--- config.mk ---
export PLATFORM = sky130hd
export DESIGN_NAME = xpg_decoder
export DESIGN_NICKNAME = d
export VERILOG_FILES = /design/src/rtl/xpg_pkg.sv /design/src/rtl/xpg_fetch_pager.sv /design/src/rtl/xpg_mem_sel.sv /design/src/rtl/xpg_io_port.sv /design/src/rtl/xpg_decoder.sv
export SDC_FILE = /design/constraint.sdc
export NUM_CORES = 1
export LEC_CHECK = 0
export CORE_MARGIN = 5
export CORE_UTILIZATION = 31
export CTS_CLUSTER_SIZE = 12
export DETAILED_ROUTE_END_ITERATION = 16
export GPL_TIMING_DRIVEN = 0
export PLACE_DENSITY = 0.88
export SETUP_SLACK_MARGIN = 0.5
export SYNTH_ARGS = -nofsm -noshare
export SYNTH_HDL_FRONTEND = slang
export SYNTH_HIERARCHICAL = 1
export SYNTH_SLANG_ARGS = --single-unit
--- constraint.sdc ---
create_clock -name clk -period 2.13 [get_ports clk]
set_input_delay 0.3195 -clock clk [delete_from_list [all_inputs] [get_ports clk]]
set_output_delay 0.3195 -clock clk [all_outputs]
set_load 0.02 [all_outputs]
--- src/rtl/xpg_pkg.sv ---
package xpg_pkg;
   // decoded bus phase, active-high view of the CPU strobes
   typedef struct packed {
      logic mem;
      logic io;
      logic fetch;
      logic rd;
      logic wr;
   } xpg_ctl_t;

   function automatic xpg_ctl_t xpg_decode_ctl(input logic mreq_n, input logic iorq_n,
                                               input logic m1_n, input logic rd_n,
                                               input logic wr_n);
      xpg_ctl_t c;
      c.mem   = ~mreq_n;
      c.io    = ~iorq_n;
      c.fetch = ~m1_n;
      c.rd    = ~rd_n;
      c.wr    = ~wr_n;
      return c;
   endfunction
endpackage

--- src/rtl/xpg_fetch_pager.sv ---
module xpg_fetch_pager
   import xpg_pkg::*;
#(
   parameter int          ADDR_W  = 16,
   parameter logic [15:0] ENTRY_A = 16'h0000,
   parameter logic [15:0] ENTRY_B = 16'h0008,
   parameter logic [15:0] EXIT_A  = 16'h0604,
   parameter int          SEL_BIT = 9
) (
   input  logic              clk,
   input  logic              rst_n,
   input  logic [ADDR_W-1:0] addr,
   input  xpg_ctl_t          ctl,
   output logic              paged
);
   logic trap_hit;

   initial begin
      if (ENTRY_A[SEL_BIT] || ENTRY_B[SEL_BIT] || !EXIT_A[SEL_BIT])
         $error("xpg_fetch_pager: selector bit must be 0 for entry and 1 for exit");
   end

   // the flop loads the inverse of one address bit, clocked only on trap fetches
   always_comb begin
      trap_hit = ctl.fetch && ctl.mem &&
                 ((addr == ENTRY_A[ADDR_W-1:0]) || (addr == ENTRY_B[ADDR_W-1:0]) ||
                  (addr == EXIT_A[ADDR_W-1:0]));
   end

   always_ff @(posedge clk or negedge rst_n) begin
      if (!rst_n)        paged <= 1'b0;
      else if (trap_hit) paged <= ~addr[SEL_BIT];
   end
endmodule

--- src/rtl/xpg_mem_sel.sv ---
module xpg_mem_sel
   import xpg_pkg::*;
#(
   parameter int ADDR_W    = 16,
   parameter int WIN_W     = 13,
   parameter int ROM_BYTES = 4096,
   parameter int RAM_BYTES = 2048,
   localparam int ROM_AW   = $clog2(ROM_BYTES),
   localparam int RAM_AW   = $clog2(RAM_BYTES),
   localparam int TAG_W    = ADDR_W - WIN_W
) (
   input  logic              paged,
   input  logic [ADDR_W-1:0] addr,
   input  xpg_ctl_t          ctl,
   output logic              rom_sel_n,
   output logic [ROM_AW-1:0] rom_addr,
   output logic              ram_sel_n,
   output logic [RAM_AW-1:0] ram_addr
);
   localparam logic [TAG_W-1:0] ROM_TAG = '0;
   localparam logic [TAG_W-1:0] RAM_TAG = TAG_W'(1);

   initial begin
      if (ROM_AW > WIN_W || RAM_AW > WIN_W)
         $error("xpg_mem_sel: device larger than its window");
   end

   logic [TAG_W-1:0] tag;

   always_comb begin
      tag       = addr[ADDR_W-1:WIN_W];
      rom_sel_n = ~(paged && ctl.mem && ctl.rd && (tag == ROM_TAG));
      ram_sel_n = ~(paged && ctl.mem && (tag == RAM_TAG));
      rom_addr  = addr[ROM_AW-1:0];
      ram_addr  = addr[RAM_AW-1:0];
   end
endmodule

--- src/rtl/xpg_io_port.sv ---
module xpg_io_port
   import xpg_pkg::*;
#(
   parameter int          ADDR_W    = 16,
   parameter int          DATA_W    = 8,
   parameter logic [15:0] PORT_ADDR = 16'h00EF,
   parameter bit          FULL_DEC  = 1'b0,
   parameter logic [7:0]  Q_RESET   = 8'h00
) (
   input  logic              clk,
   input  logic              rst_n,
   input  logic [ADDR_W-1:0] addr,
   input  logic [DATA_W-1:0] din,
   input  xpg_ctl_t          ctl,
   output logic              port_wr_n,
   output logic              port_rd_n,
   output logic [DATA_W-1:0] port_q
);
   logic hit;
   logic io_cyc;

   generate
      if (FULL_DEC) begin : g_full
         assign hit = (addr == PORT_ADDR[ADDR_W-1:0]);
      end else begin : g_low
         assign hit = (addr[7:0] == PORT_ADDR[7:0]);
      end
   endgenerate

   // acknowledge cycles carry IORQ with M1 and are excluded
   always_comb begin
      io_cyc    = ctl.io && !ctl.fetch && hit;
      port_wr_n = ~(io_cyc && ctl.wr);
      port_rd_n = ~(io_cyc && ctl.rd);
   end

   always_ff @(posedge clk or negedge rst_n) begin
      if (!rst_n)          port_q <= DATA_W'(Q_RESET);
      else if (!port_wr_n) port_q <= din;
   end
endmodule

--- src/rtl/xpg_decoder.sv ---
module xpg_decoder
   import xpg_pkg::*;
#(
   parameter int          ADDR_W    = 16,
   parameter int          DATA_W    = 8,
   parameter int          WIN_W     = 13,
   parameter int          ROM_BYTES = 4096,
   parameter int          RAM_BYTES = 2048,
   parameter logic [15:0] PORT_ADDR = 16'h00EF,
   parameter bit          FULL_DEC  = 1'b0,
   localparam int         ROM_AW    = $clog2(ROM_BYTES),
   localparam int         RAM_AW    = $clog2(RAM_BYTES)
) (
   input  logic              clk,
   input  logic              rst_n,
   input  logic [ADDR_W-1:0] addr,
   input  logic [DATA_W-1:0] din,
   input  logic              mreq_n,
   input  logic              iorq_n,
   input  logic              m1_n,
   input  logic              rd_n,
   input  logic              wr_n,
   output logic              host_rom_dis,
   output logic              rom_sel_n,
   output logic [ROM_AW-1:0] rom_addr,
   output logic              ram_sel_n,
   output logic [RAM_AW-1:0] ram_addr,
   output logic              port_wr_n,
   output logic              port_rd_n,
   output logic [DATA_W-1:0] port_q
);
   initial begin
      if (ADDR_W != 16) $error("xpg_decoder: address bus must be 16 bits");
   end

   xpg_ctl_t ctl;
   logic     paged;

   assign ctl          = xpg_decode_ctl(mreq_n, iorq_n, m1_n, rd_n, wr_n);
   assign host_rom_dis = paged;

   xpg_fetch_pager #(.ADDR_W(ADDR_W)) u_pager (
      .clk(clk), .rst_n(rst_n), .addr(addr), .ctl(ctl), .paged(paged)
   );

   xpg_mem_sel #(
      .ADDR_W(ADDR_W), .WIN_W(WIN_W), .ROM_BYTES(ROM_BYTES), .RAM_BYTES(RAM_BYTES)
   ) u_mem (
      .paged(paged), .addr(addr), .ctl(ctl),
      .rom_sel_n(rom_sel_n), .rom_addr(rom_addr),
      .ram_sel_n(ram_sel_n), .ram_addr(ram_addr)
   );

   xpg_io_port #(
      .ADDR_W(ADDR_W), .DATA_W(DATA_W), .PORT_ADDR(PORT_ADDR), .FULL_DEC(FULL_DEC)
   ) u_io (
      .clk(clk), .rst_n(rst_n), .addr(addr), .din(din), .ctl(ctl),
      .port_wr_n(port_wr_n), .port_rd_n(port_rd_n), .port_q(port_q)
   );
endmodule

==> reports/results.txt, run 1 <==
Worst Setup End Kind: output pin
Routed wire length: 2340 um
Yosys cell types: 18
Vias: 691
Worst hold path class: input pin to asynchronous set/reset pin
DRT iter0 DRCs: 6
Final global-route overflow total: 0
Max cap viols: 0
CTS Buf Count: 3
# hold bufs at CTS: 0
Starting Density: 0.332
Gate Count Post-Synth: 61
Relative slew slack: 0.735
Clock Skew: 0 ns
Post-layout util: 0.695
Mapped cell area: 664 um2
Syn Area/Cell: 10.9 um2
Static leakage: 0.747 nW
RSZ-0062 raised after global routing: no
Net Count, Synth: 92
Yosys warnings: 6
Ratio of cells with drive above 1 in the final layout: 0.353
Seq cells post-synth: 9
Period utilization: 0.753
Most frequent cells in the layout: 27 x clkdlybuf4s50_1, 27 x buf_4, 19 x dlygate4sd2_1
Skew-Pair Late Insertion Delay: 0.26 ns
Clock period minus worst slack: 1.60 ns
GR Util All Layers: 0.147
Startpoint types: input pin
Die span in x: 56.3 um
Max-slew violation count: 0
Multi-input gate area: 249 um2
CTS max path bufs: 2
Clock Sinks: 9
WHS: 0.351 ns
Clk root buf: clkbuf_4
DR WL/cell: 14.7 um
Final setup vio count: 0
Vias per cell: 4.32
FP Rows: 16
Setup ws final: 0.526 ns
Nets: 165
Diode count: 0
Post-route ant nets: 0
P&R area growth vs syn: 109%
Initial antenna violation count: 0
CTS tree: built
DRC Markers: 0
Fill cell total of the finished layout: 162
First-pass DRT Iterations: 4
Core Box Area: 0.00200 mm2
# IOs: 67
Vias in the first global route: 704
Crit path max fanout: 4
Final count of hold timing violations: 0
Post-DP HPWL: 2010 um
Pre-CTS setup slack: -0.172 ns
First-pass GRT wire length: 3620 um
Status: finished, final reports clean
Die Ht: 56.3 um
Largest net degree at the start of global routing: 10
# H-tree levels: 1
Gpl congestion: 0.764
Worst-path clk slew: 0.06 ns
Critical path required time: 1.81 ns
Max VDD drop: 0.341 mV
Die area: 0.00317 mm2
FMAX: 623 MHz
Worst EP arrival: 1.28 ns
IO buf count: 66
Worst slew pin tran: 0.396 ns
CP Class: input pin to output pin
Power Density: 347 mW/mm2
Register Area: 225 um2
Seq/Total Area, Yosys: 0.339
-- what timing repair did --
action	4_1_cts	5_1_grt
setup endpoints to repair	27	16
pin swaps	3	1
buffers inserted	2	0
gates resized for setup	45	18
-- Yosys cell counts --
master     n  area (um2)
o22a_1     1        8.76
nor4b_2    2        30.0
and4b_2    1        11.3
and4bb_1   1        12.5
nand2_1    1        3.75
nand4_1    2        12.5
nor4_2     1        12.5
and4_2     1        10.0
inv_1      5        18.8
nor2_1     1        3.75
nor4_1     1        6.26
and2b_2    1        8.76
nand3b_1   1        7.51
nand4b_1   1        8.76
buf_4     23         173
mux2_2     8        90.1
nand4_4    1        21.3
dfrtp_1    9         225
-- path summary, 6_finish.rpt --
check / from / end / slack [ns] / depth (start not counted)
worst min register to register: u_io/port_q[3] / u_io/port_q[3] / 0.50 / 1
min in group clk: addr[14] / u_pager/paged / 0.49 / 4
max in group asynchronous: rst_n / u_io/port_q[1] / 1.49 / 1
worst max-delay path: addr[10] / ram_addr[10] / 0.53 / 3
worst max register to register: u_io/port_q[7] / u_io/port_q[7] / 1.38 / 1
worst min-delay path: rst_n / u_io/port_q[4] / 0.35 / 1
-- flip-flops by register name, indices dropped and copies added, names as in the netlist --
name / cells
u_pager/paged: 1
u_io/port_q: 8
-- where the power goes --
part / switching (mW) / internal [mW]
Combinational: 0.0750 / 0.105
Sequential: 0.00108 / 0.173
Clock: 0.0565 / 0.0720
Total: 0.133 / 0.350
-- stage by stage --
stage          TNS, ns  total power [mW]  instance area, um2  std cells
6_report             0             0.482                1390        160
3_3_place_gp    -0.142             0.372                1360        154
5_1_grt              0             0.515                1390        160
2_1_floorplan        0             0.256                 664         61
3_5_place_dp    -0.181             0.376                1360        154
4_1_cts              0             0.494                1350        160
-- layout make-up --
class | instances | share of cell area
Timing Repair Buffer | 68 | 0.478
Multi-Input combinational cell | 24 | 0.179
Sequential cell | 9 | 0.162
Buffer | 23 | 0.124
Tap cell | 27 | 0.0243
Clock buffer | 4 | 0.0189
Inverter | 5 | 0.0135
-- critical path: stages --
cell	delay (ns)
clkdlybuf4s50_1	0.53
buf_4	0.13
clkdlybuf4s15_1	0.30
-- layer usage --
metal / wire (um) / vias up / track usage
li1: - / 338 / -
met1: 1090 / 303 / 0.200
met2: 1050 / 50 / 0.220
met3: 209 / 0 / 0.0436
met4: 0 / 0 / 0.0508
met5: 0 / - / 0
-- kinds of logic after synthesis --
logic type      count (synthesis)  share of synthesized area
compound gates                  1                     0.0132
buf+inv                        28                      0.288
flops                           9                      0.339
mux                             8                      0.136
simple gates                   15                      0.224
Power figures use the tool's default switching activity.
==> run 2, diff against run 1 <==
--- a/config.mk
+++ b/config.mk
@@ -6,11 +6,11 @@
 export NUM_CORES = 1
 export LEC_CHECK = 0
 export CORE_MARGIN = 5
-export CORE_UTILIZATION = 31
+export CORE_UTILIZATION = 29
 export CTS_CLUSTER_SIZE = 12
 export DETAILED_ROUTE_END_ITERATION = 16
 export GPL_TIMING_DRIVEN = 0
-export PLACE_DENSITY = 0.88
+export PLACE_DENSITY = 0.83
 export SETUP_SLACK_MARGIN = 0.5
 export SYNTH_ARGS = -nofsm -noshare
 export SYNTH_HDL_FRONTEND = slang
==> constraint.sdc (replaced) <==
create_clock -name clk -period 1.7 [get_ports clk]
set_input_delay 0.255 -clock clk [delete_from_list [all_inputs] [get_ports clk]]
set_output_delay 0.255 -clock clk [all_outputs]
set_load 0.02 [all_outputs]
==> run 2 against run 1 <==
  * Hold slack worse by 0.058 ns
  * Via count is 3.0% higher
  * First-iteration DRC count is 33% lower
  * Cell count is 0.63% higher
  * Setup slack worse by 0.19 ns
  * Sequential share of layout area is 0.78 points higher
  * Clock skew stayed put
  * Non-clock buffer count stayed put
  * Largest cell class unchanged
==> reports/results.txt, run 2 (same netlist as run 1, synthesis figures left out) <==
First-pass DRT Iterations: 4
Static leakage: 0.723 nW
Multi-input gate area: 253 um2
Die span in x: 57.9 um
Clock Skew: 0 ns
# IOs: 67
WHS: 0.293 ns
Startpoint types: flop
DRT iter0 DRCs: 4
Critical path required time: 1.44 ns
Most frequent cells in the layout: 27 x buf_4, 22 x dlygate4sd2_1, 10 x buf_2
First-pass GRT wire length: 4040 um
CP Class: flop to output pin
Skew-Pair Late Insertion Delay: 0.26 ns
Critical Path Start: u_pager/paged
GR Util met2: 0.303
Core Box Area: 0.00219 mm2
Final global-route overflow total: 0
Period utilization: 0.800
# H-tree levels: 1
CTS Buf Count: 3
RSZ-0062 raised after global routing: yes
Clock period minus worst slack: 1.36 ns
Clk network pwr share: 0.278
Int Power: 426 uW
Regs by FF count: u_io/port_q (8), u_pager/paged (1)
Switching Power: 176 uW
Final setup vio count: 0
Cell breakdown of the critical path: and4bb_1 -> nand3b_1 -> buf_6
Gpl congestion: 0.889
Relative slew slack: 0.719
IO buf count: 66
Ratio of cells with drive above 1 in the final layout: 0.564
Status: finished, final reports clean
Worst slew pin tran: 0.420 ns
Fill cell total of the finished layout: 191
Vias per cell: 4.42
Post-DP HPWL: 2220 um
P&R area growth vs syn: 99.8%
Post-layout util: 0.606
DR WL/cell: 16.4 um
Post-route ant nets: 0
Die area: 0.00335 mm2
Tot Pwr: 602 uW
Nets: 165
Worst Setup End Kind: output pin
CP top delay family: flip-flops
Slowest cell on the critical path: dfrtp_1
# hold bufs at CTS: 0
Total negative slack: 0 ns
Sequential share of power: 0.363
FP Rows: 17
Setup ws final: 0.340 ns
CP peak stage delay: 0.37 ns
Vias in the first global route: 742
Crit path max fanout: 3
Grt met3 use: 0.0379
Max cap viols: 0
Pre-CTS setup slack: -0.467 ns
Global routing usage on met1: 0.168
R2r setup slk: 0.87 ns
Diode count: 0
Worst EP arrival: 1.10 ns
Starting Density: 0.303
FMAX: 735 MHz
Routed wire length: 2640 um
Worst-path clk slew: 0.06 ns
Clk root buf: clkbuf_4
Max VDD drop: 0.299 mV
Worst hold path class: input pin to asynchronous set/reset pin
Power Density: 453 mW/mm2
Switching Fraction: 0.292
Crit Reg-Reg Startpoint: u_pager/paged
Max-slew violation count: 0
WP buf/inv: 1
CTS max path bufs: 2
Die Ht: 57.9 um
Commonest non-fill, non-tap cell in the layout: buf_4
Largest Register: u_io/port_q
DRC Markers: 0
CTS tree: built
Part of the power in combinational logic: 0.359
GRT Max-Usage Layer: met2
Max reg flops: 8
Final count of hold timing violations: 0
Clock Sinks: 9
Initial antenna violation count: 0
Vias: 712
GR Util All Layers: 0.161
Largest net degree at the start of global routing: 10
Register Area: 225 um2
==> run 2: cell types whose count changed in the layout (fill, tap and decap cells not counted), moves of 4 or more <==
cell,before,now
buf_2,1,10
buf_6,1,7
clkbuf_2,0,4
clkdlybuf4s15_1,7,3
clkdlybuf4s15_2,0,6
clkdlybuf4s50_1,27,9
dlymetal6s2s_1,9,3
==> run 2: per-layer routing <==
layer,share of wire,up-vias
li1,-,332
met1,0.38,339
met2,0.52,37
met3,0.081,4
met4,0.015,0
met5,0,-
==> run 2: final cells by class <==
class                   instances  share of cell area
well taps                      28              0.0264
clock buffers                   4              0.0198
repair buffers                 68               0.450
multi-input cells              24               0.190
plain buffers                  23               0.130
flip-flops and latches          9               0.170
inverters                       5              0.0141
==> run 2: worst reg2reg max path: cells and delay by family, from the launching register on <==
family | cells | cell delay, ns
compound gates | 1 | 0.18
buf+inv | 1 | 0.14
flops | 1 | 0.40
==> run 2: per-stage QoR <==
stage / cell area, um2 / std cells
detailed placement: 1360 / 155
global placement: 1360 / 155
floorplan: 664 / 61
CTS: 1340 / 160
global route: 1330 / 161
finish: 1330 / 161
==> run 2: path summary, 6_finish.rpt <==
kind / cells after the start / end
worst max register to register: 2 / u_pager/paged
min in group clk: 3 / u_pager/paged
worst min-delay path: 1 / u_pager/paged
worst min register to register: 1 / u_io/port_q[4]
max in group asynchronous: 1 / u_io/port_q[5]
worst max-delay path: 3 / rom_sel_n
==> run 2: power groups by stage <==
stage	clock network (mW)	registers, mW	logic (mW)
2_1_floorplan	0	0.226	0.0948
3_3_place_gp	0	0.222	0.245
3_5_place_dp	0	0.222	0.251
4_1_cts	0.177	0.218	0.218
5_1_grt	0.188	0.219	0.229
6_report	0.167	0.218	0.216
==> run 2: repair_timing <==
| item | CTS | global route |
|---|---|---|
| pin swaps | 6 | 8 |
| gates resized for setup | 139 | 15 |
| endpoints found under the setup margin | 45 | 19 |
| setup buffers | 1 | 1 |
==> run 3, diff against run 2 <==
==> constraint.sdc (replaced) <==
create_clock -name clk -period 1.3 [get_ports clk]
set_input_delay 0.195 -clock clk [delete_from_list [all_inputs] [get_ports clk]]
set_output_delay 0.195 -clock clk [all_outputs]
set_load 0.02 [all_outputs]
==> run 3 against run 2 <==
  * Non-clock buffer count is 8 higher
  * Hold slack worse by 0.048 ns
  * Sequential power is 32% higher
  * Largest cell class unchanged
  * The run now ends with negative setup slack left
==> reports/results.txt, run 3 (same netlist as run 1, synthesis figures left out) <==
Core Box Area: 0.00219 mm2
Critical path required time: 1.11 ns
FP Rows: 17
Largest net degree at the start of global routing: 10
Max reg flops: 8
Clock Skew: 0 ns
Status: complete, but fails checks
# IOs: 67
Commonest non-fill, non-tap cell in the layout: buf_4
DR WL/cell: 16.2 um
Final setup vio count: 1
Max cap viols: 0
Clk root buf: clkbuf_4
Clock Sinks: 9
Failing checks: negative setup slack
Largest Register: u_io/port_q
Tot Pwr: 798 uW
# H-tree levels: 1
Vias in the first global route: 793
Post-DP HPWL: 2090 um
Diode count: 0
# hold bufs at CTS: 0
Global routing usage on met1: 0.195
Final global-route overflow total: 0
Fill cell total of the finished layout: 174
First-pass DRT Iterations: 2
Most frequent cells in the layout: 41 x buf_4, 21 x buf_2, 19 x buf_6
Skew-Pair Late Insertion Delay: 0.25 ns
Worst-path clk slew: 0.06 ns
Vias per cell: 4.37
Clock period minus worst slack: 1.31 ns
Ratio of cells with drive above 1 in the final layout: 0.766
Power Density: 561 mW/mm2
Worst EP arrival: 1.11 ns
RSZ-0062 raised after global routing: yes
DRC Markers: 0
Grt met3 use: 0.0601
Static leakage: 0.771 nW
GR Util All Layers: 0.165
Die area: 0.00335 mm2
DRT iter0 DRCs: 18
Setup ws final: -0.00776 ns
Max-slew violation count: 0
Worst Reg-to-Reg Cells: 2
Relative slew slack: 0.713
GR Util met2: 0.298
Max VDD drop: 0.763 mV
CTS Buf Count: 3
CTS tree: built
Period utilization: 1.01
Starting Density: 0.303
CTS max path bufs: 2
Die Ht: 57.9 um
GRT Max-Usage Layer: met2
First-pass GRT wire length: 4230 um
Post-route ant nets: 0
Worst slew pin tran: 0.429 ns
Initial antenna violation count: 0
Startpoint types: flop
Final count of hold timing violations: 0
Gpl congestion: 0.804
R2r setup slk: 0.40 ns
Die span in x: 57.9 um
Worst Setup End Kind: output pin
Vias: 739
Routed wire length: 2730 um
Crit path max fanout: 2
Worst hold path class: input pin to asynchronous set/reset pin
Crit Reg-Reg Startpoint: u_io/port_q[5]
Post-layout util: 0.649
Regs by FF count: u_io/port_q (8), u_pager/paged (1)
Worst R2R End: u_io/port_q[5]
P&R area growth vs syn: 114%
FMAX: 765 MHz
IO buf count: 66
Nets: 173
CP Class: flop to output pin
[run 3: power breakdown]
part / leakage (nW) / internal [mW] / switching (mW) / total [mW]
clock network: 0.0150 / 0.118 / 0.0937 / 0.212
logic: 0.633 / 0.169 / 0.131 / 0.300
registers: 0.124 / 0.284 / 0.00291 / 0.287
total: 0.771 / 0.570 / 0.228 / 0.798
[run 3: layout make-up]
type,instances,area [um2],area share
clock buffers,4,26.3,0.0185
inverters,5,31.3,0.0220
multi-input cells,24,288,0.202
plain buffers,23,173,0.121
flip-flops and latches,9,226,0.159
repair buffers,76,643,0.452
well taps,28,35.0,0.0246
[run 3: worst max-delay path, stage by stage, from the launching register on]
cell	delay [ns]
dfrtp_2	0.40
and4bb_1	0.22
nand3b_1	0.12
buf_6	0.12
[run 3: how the worst max path moves through the flow]
| stage | slack [ns] | endpoint | depth (start not counted) | from |
|---|---|---|---|---|
| 5_1_grt | -0.06 | rom_sel_n | 3 | u_pager/paged |
| 3_3_place_gp | -0.77 | port_wr_n | 5 | m1_n |
| 2_1_floorplan | 0.17 | u_io/port_q[0] | 4 | m1_n |
| 6_report | -0.008 | rom_sel_n | 3 | u_pager/paged |
| 3_5_place_dp | -0.80 | port_wr_n | 5 | m1_n |
| 4_1_cts | -0.02 | rom_sel_n | 3 | u_pager/paged |
[run 3: stage by stage]
step                      hold slack [ns]  setup TNS, ns  setup slack [ns]  std cells  instance area (um2)
final                               0.245       -0.00776          -0.00776        169                 1420
after global routing                0.271        -0.0657           -0.0615        169                 1420
after CTS                           0.254        -0.0151           -0.0151        165                 1350
after detailed placement            0.492         -14.15            -0.799        155                 1370
after global placement              0.488         -13.60            -0.771        155                 1370
after floorplan                    -0.101              0             0.168         61                  676
[run 3: timing repair]
action / in CTS / in global routing
pin swaps: 12 / 8
resized for setup: 259 / 17
setup buffers: 6 / 4
setup endpoints to repair: 45 / 32
[run 3: routing by layer]
metal	share of wire	wire length, um
met2	0.50	1360
met4	0	0
met5	0	0
met1	0.40	1080
met3	0.10	283
